[config.mk]
export PLATFORM = sky130hd
export DESIGN_NAME = acc_mac_unit
export DESIGN_NICKNAME = d
export VERILOG_FILES = /design/src/rtl/acc_mac_pkg.sv /design/src/rtl/acc_mac_decode.sv /design/src/rtl/acc_mac_arith.sv /design/src/rtl/acc_mac_state.sv /design/src/rtl/acc_mac_unit.sv
export SDC_FILE = /design/constraint.sdc
export NUM_CORES = 2
export LEC_CHECK = 0
export BUFFER_PORTS_ARGS = -buffer_cell sky130_fd_sc_hd__buf_2
export CAP_MARGIN = 0
export CORE_AREA = 5 5 308 310
export DETAILED_ROUTE_END_ITERATION = 6
export DIE_AREA = 0 0 313 315
export PLACE_DENSITY = 0.77
export SYNTH_ARGS = -nofsm -noshare
export SYNTH_HDL_FRONTEND = slang
export SYNTH_SLANG_ARGS = --single-unit
[constraint.sdc]
create_clock -name clk -period 31.5 [get_ports clk]
set_clock_uncertainty 0.1 [all_clocks]
set_input_delay 1.575 -clock clk [delete_from_list [all_inputs] [get_ports clk]]
set_output_delay 1.575 -clock clk [all_outputs]
set_load 0.01 [all_outputs]
[src/rtl/acc_mac_pkg.sv]
package acc_mac_pkg;

  localparam logic [6:0] CUSTOM_OPC = 7'b0001011;

  localparam logic [2:0] FN_MGMT  = 3'd0;
  localparam logic [2:0] FN_MAC_N = 3'd1;
  localparam logic [2:0] FN_MAC_W = 3'd2;

  typedef enum logic [2:0] {
    OP_NONE,
    OP_CLEAR,
    OP_RD_LO,
    OP_RD_HI,
    OP_MAC_N,
    OP_MAC_W,
    OP_BAD
  } acc_op_e;

  typedef struct packed {
    acc_op_e    op;
    logic       sgn;
    logic [4:0] rd;
  } acc_dec_t;

endpackage

[src/rtl/acc_mac_decode.sv]
module acc_mac_decode
  import acc_mac_pkg::*;
(
  input  logic        valid,
  input  logic [31:0] instr,
  output acc_dec_t    dec
);

  logic [6:0] opc;
  logic [2:0] fn;
  logic [6:0] var7;

  assign opc  = instr[6:0];
  assign fn   = instr[14:12];
  assign var7 = instr[31:25];

  always_comb begin
    dec.op  = OP_NONE;
    dec.sgn = 1'b0;
    dec.rd  = instr[11:7];
    if (valid && opc == CUSTOM_OPC) begin
      dec.op = OP_BAD;
      unique case (fn)
        FN_MGMT: begin
          if (var7 == 7'd0)      dec.op = OP_CLEAR;
          else if (var7 == 7'd1) dec.op = OP_RD_LO;
          else if (var7 == 7'd2) dec.op = OP_RD_HI;
        end
        FN_MAC_N, FN_MAC_W: begin
          if (var7 == 7'd0 || var7 == 7'd1) begin
            dec.op  = (fn == FN_MAC_N) ? OP_MAC_N : OP_MAC_W;
            dec.sgn = var7[0];
          end
        end
        default: dec.op = OP_BAD;
      endcase
    end
  end

endmodule

[src/rtl/acc_mac_arith.sv]
module acc_mac_arith
  import acc_mac_pkg::*;
#(
  parameter int XLEN = 32
) (
  input  acc_op_e              op,
  input  logic                 sgn,
  input  logic [XLEN-1:0]      a,
  input  logic [XLEN-1:0]      b,
  input  logic [2*XLEN-1:0]    acc,
  output logic [2*XLEN-1:0]    acc_next
);

  localparam int AW = 2 * XLEN;

  logic [AW-1:0] ext_a;
  logic [AW-1:0] ext_b;
  logic [AW-1:0] prod;
  logic [XLEN-1:0] narrow_sum;

  // Extending both operands to the full width first makes the low
  // AW bits of a plain product correct for either signedness.
  assign ext_a = sgn ? {{XLEN{a[XLEN-1]}}, a} : {{XLEN{1'b0}}, a};
  assign ext_b = sgn ? {{XLEN{b[XLEN-1]}}, b} : {{XLEN{1'b0}}, b};
  assign prod  = ext_a * ext_b;

  assign narrow_sum = acc[XLEN-1:0] + prod[XLEN-1:0];

  always_comb begin
    unique case (op)
      OP_CLEAR: acc_next = '0;
      OP_MAC_N: acc_next = {{XLEN{1'b0}}, narrow_sum};
      OP_MAC_W: acc_next = acc + prod;
      default:  acc_next = acc;
    endcase
  end

endmodule

[src/rtl/acc_mac_state.sv]
module acc_mac_state
  import acc_mac_pkg::*;
#(
  parameter int XLEN = 32
) (
  input  logic                 clk,
  input  logic                 rst_n,
  input  acc_dec_t             dec,
  input  logic [2*XLEN-1:0]    acc_next,
  output logic [2*XLEN-1:0]    acc,
  output logic                 wb_en,
  output logic [4:0]           wb_rd,
  output logic [XLEN-1:0]      wb_data,
  output logic                 illegal
);

  logic is_read;
  assign is_read = (dec.op == OP_RD_LO) || (dec.op == OP_RD_HI);

  always_ff @(posedge clk) begin
    if (!rst_n) begin
      acc     <= '0;
      wb_en   <= 1'b0;
      wb_rd   <= '0;
      wb_data <= '0;
      illegal <= 1'b0;
    end else begin
      acc     <= acc_next;
      wb_en   <= is_read && (dec.rd != 5'd0);
      wb_rd   <= dec.rd;
      wb_data <= (dec.op == OP_RD_HI) ? acc[2*XLEN-1:XLEN] : acc[XLEN-1:0];
      illegal <= (dec.op == OP_BAD);
    end
  end

  // register zero is never written
  a_r7_no_rd0_write: assert property (@(posedge clk) disable iff (!rst_n)
    wb_en |-> (wb_rd != 5'd0));

  // rejected instructions leave the accumulator alone and do not write
  a_r8_bad_keeps_acc: assert property (@(posedge clk) disable iff (!rst_n)
    (dec.op == OP_BAD) |=> (acc == $past(acc)) && illegal && !wb_en);

  // narrow accumulate zeroes the upper half
  a_r4_upper_zero: assert property (@(posedge clk) disable iff (!rst_n)
    (dec.op == OP_MAC_N) |=> (acc[2*XLEN-1:XLEN] == '0));

  // reset clears state
  a_r9_reset_clear: assert property (@(posedge clk)
    !rst_n |=> (acc == '0) && !wb_en && !illegal);

  // idle cycles produce nothing and keep the accumulator
  a_r11_idle_quiet: assert property (@(posedge clk) disable iff (!rst_n)
    (dec.op == OP_NONE) |=> !wb_en && !illegal && (acc == $past(acc)));

  // read data is the accumulator half held before the read
  a_r3_read_value: assert property (@(posedge clk) disable iff (!rst_n)
    (dec.op == OP_RD_LO) |=> (wb_data == $past(acc[XLEN-1:0])));

  a_r8_flags_exclusive: assert property (@(posedge clk) disable iff (!rst_n)
    $onehot0({wb_en, illegal}));

endmodule

[src/rtl/acc_mac_unit.sv]
module acc_mac_unit
  import acc_mac_pkg::*;
#(
  parameter int XLEN = 32
) (
  input  logic            clk,
  input  logic            rst_n,
  input  logic            issue_valid,
  input  logic [31:0]     instr,
  input  logic [XLEN-1:0] src_a,
  input  logic [XLEN-1:0] src_b,
  output logic            wb_en,
  output logic [4:0]      wb_rd,
  output logic [XLEN-1:0] wb_data,
  output logic            illegal
);

  localparam int AW = 2 * XLEN;

  acc_dec_t      dec;
  logic [AW-1:0] acc;
  logic [AW-1:0] acc_next;

  acc_mac_decode u_dec (
    .valid (issue_valid),
    .instr (instr),
    .dec   (dec)
  );

  acc_mac_arith #(.XLEN(XLEN)) u_arith (
    .op       (dec.op),
    .sgn      (dec.sgn),
    .a        (src_a),
    .b        (src_b),
    .acc      (acc),
    .acc_next (acc_next)
  );

  acc_mac_state #(.XLEN(XLEN)) u_state (
    .clk      (clk),
    .rst_n    (rst_n),
    .dec      (dec),
    .acc_next (acc_next),
    .acc      (acc),
    .wb_en    (wb_en),
    .wb_rd    (wb_rd),
    .wb_data  (wb_data),
    .illegal  (illegal)
  );

endmodule

==> summary.md <==
| Metric | Value |
|---|---|
| TritonCTS clock tree | built |
| Vias in the first global route | 44100 |
| Critical Path Start Type | input port |
| Layout area overhead | 3.02% |
| RR Endpoint | u_state.acc[40] |
| Hold buffers post-CTS | 0 |
| Worst Path Arrival | 14480 ps |
| Mapped Nets | 7905 |
| Post-route ant nets | 0 |
| Async SR Flop Fraction | 0 |
| Yosys top cell area share | 0.522 |
| Layout cells sized above 1 | 0.0365 |
| Initial Util | 0.598 |
| Setup TNS | 0 ps |
| I/O pin total | 138 |
| 1st-pass router iterations | 6 |
| Post-Syn Area per Cell | 9.08 um2 |
| GP Congestion | 0.996 |
| Synth Warn # | 0 |
| Max Fclk | 0.0697 GHz |
| Worst r2r path cells | 15 |
| Overflow after GRT | 0 |
| Clock Path Buffers | 2 |
| Number of synthesized flops with an enable pin | 0 |
| CP max stage cell | fa_1 |
| Post_cts resized | 0 |
| CORE AREA | 91400 um2 |
| H-tree Lvls | 3 |
| Min-delay src | u_state.acc[58] |
| Critical path capture point type | flop |
| CTS Sinks | 103 |
| Mapped Cells | 6014 |
| DR vias/cell | 5.59 |
| Worst Setup Path Type | in -> reg |
| R2R Setup Slk | 27620 ps |
| Max_cap viols | 0 |
| Post-CTS Setup Bufs | 0 |
| Critical R2R Launch | u_state.acc[0] |
| Root Driver | clkbuf_16 |
| WL final | 142000 um |
| Synth unique cells | 89 |
| Worst path most repeated cell | fa_1 |
| # DRC | 0 |
| Fin. Hold Viols | 0 |
| Die ar. | 98600 um2 |
| Clock latency on the worst-skew pair | 380 ps |
| DP Wirelength | 120000 um |
| Initial DRC count | 2620 |
| Hold Slack | 371 ps |
| Post-Syn Area | 54600 um2 |
| Via Count | 39800 |
| Hold Path Depth | 2 |
| Status | complete, no violations |
| Drt wl/cell | 20.0 um |
| Fin. max-slew vios | 0 |
| Top cells by area, synth | fa_1 (52%), inv_1 (11%), ha_1 (8.5%) |
| Worst min path class | reg -> reg |
| CP max stage delay | 1030 ps |
| # rows | 111 |
| Setup Viol. Count Final | 0 |
| Worst rel slew slack | 0.223 |
| Min Tclk post-route | 14340 ps |
| Commonest non-fill, non-tap cell in the layout | inv_1 |
| CP Max Fanout | 26 |
| Largest net degree at the start of global routing | 84 |
| Slew at the pin with the worst max-slew slack | 1150 ps |
| First-pass GRT wire length | 233000 um |
| Placed cell areas | 55900 um2 |
| Register bit total from synthesis | 103 |
| Worst Hold End | u_state.acc[58] |
| Finished Cell Area | 56300 um2 |
| Chip height | 315 um |
| CP required | 31640 ps |
| RSZ-0062 raised after global routing | false |
| Period utilization | 0.455 |
| Worst-path clk slew | 90 ps |
| Initial antenna violation count | 7 |
| Top_reg_cell synth | dfxtp_1 |
| Most frequent cells in the layout | inv_1 (1605), fa_1 (1423), nand2_1 (913) |
| Fin nets | 7799 |
| PnR worst setup slack | 17160 ps |
| # fillers | 7763 |
| Seq/Total Area, Yosys | 0.0378 |
| CTS buffer count | 9 |
| PortBufs | 127 |
| Post-Place Setup Slack | 16850 ps |
| Yosys top cell by area | fa_1 |
| GRT Overall Usage | 0.298 |
| Die width | 313 um |
## cell usage after synthesis, drive strengths merged, types with 69 or more instances
cell,number
inv,1605
fa,1423
nand2,914
ha,369
and2,346
clkbuf,251
a21oi,129
xnor2,120
dfxtp,103
o21ai,86
a21o,84
nor2,69
## worst max-delay path, delay by kind of cell
family / cells / cell delay [ps]
AOI/OAI and AO/OA: 12 / 2460
xor gates and xnor gates: 2 / 450
adders and majority gates: 12 / 6510
buffers and inverters: 7 / 1180
and+or+nand+nor: 12 / 2230
## per-stage QoR
step,utilization,cells
after CTS,0.615,7099
final,0.616,7109
after floorplan,-,6014
after global placement,0.612,7083
after global routing,0.616,7103
after detailed placement,0.612,7083
## sequential cells by signal (all words and copies together), names as in the netlist
| register | cells |
|---|---|
| u_state.wb_en | 1 |
| u_state.wb_rd | 5 |
| u_state.illegal | 1 |
| u_state.wb_data | 32 |
| u_state.acc | 64 |
## worst max path at each step
stage	from	endpoint	cells past startpoint
2_1_floorplan	instr[30]	u_state.acc[54]	46
3_3_place_gp	instr[30]	u_state.acc[63]	45
3_5_place_dp	instr[30]	u_state.acc[63]	45
4_1_cts	instr[30]	u_state.acc[63]	45
5_1_grt	instr[30]	u_state.acc[63]	45
6_report	instr[30]	u_state.acc[63]	45
## area by class of cell
type / count / area [um2] / share of cell area
multi-input combinational: 4036 / 45500 / 0.809
tap: 1186 / 1480 / 0.0264
clock inverter: 7 / 98.8 / 0.00176
clock buffer: 9 / 225 / 0.00400
antenna: 10 / 25.0 / 0.000445
inverter: 1605 / 6020 / 0.107
sequential: 103 / 2060 / 0.0366
timing repair buffer: 153 / 831 / 0.0148
## cell families (layout without fill, tap and decap cells)
kind of cell,count (synthesis),in the layout,synth area share
buf+inv,1875,1774,0.129
fa+ha+maj,1796,1796,0.607
simple gates,1553,1553,0.133
compound gates,509,509,0.0648
xor+xnor,178,178,0.0285
flops,103,103,0.0378
other cells,0,10,0
## routing by layer
layer | vias to the layer above | global-route usage | part of all wire
li1 | 17300 | - | -
met1 | 20700 | 0.369 | 0.38
met2 | 1462 | 0.539 | 0.52
met3 | 361 | 0.0380 | 0.061
met4 | 4 | 0.108 | 0.041
met5 | - | 0 | 0.00019
Power is not shown: default switching activity piles up to over one toggle a cycle in this logic, so the estimate is an artifact.
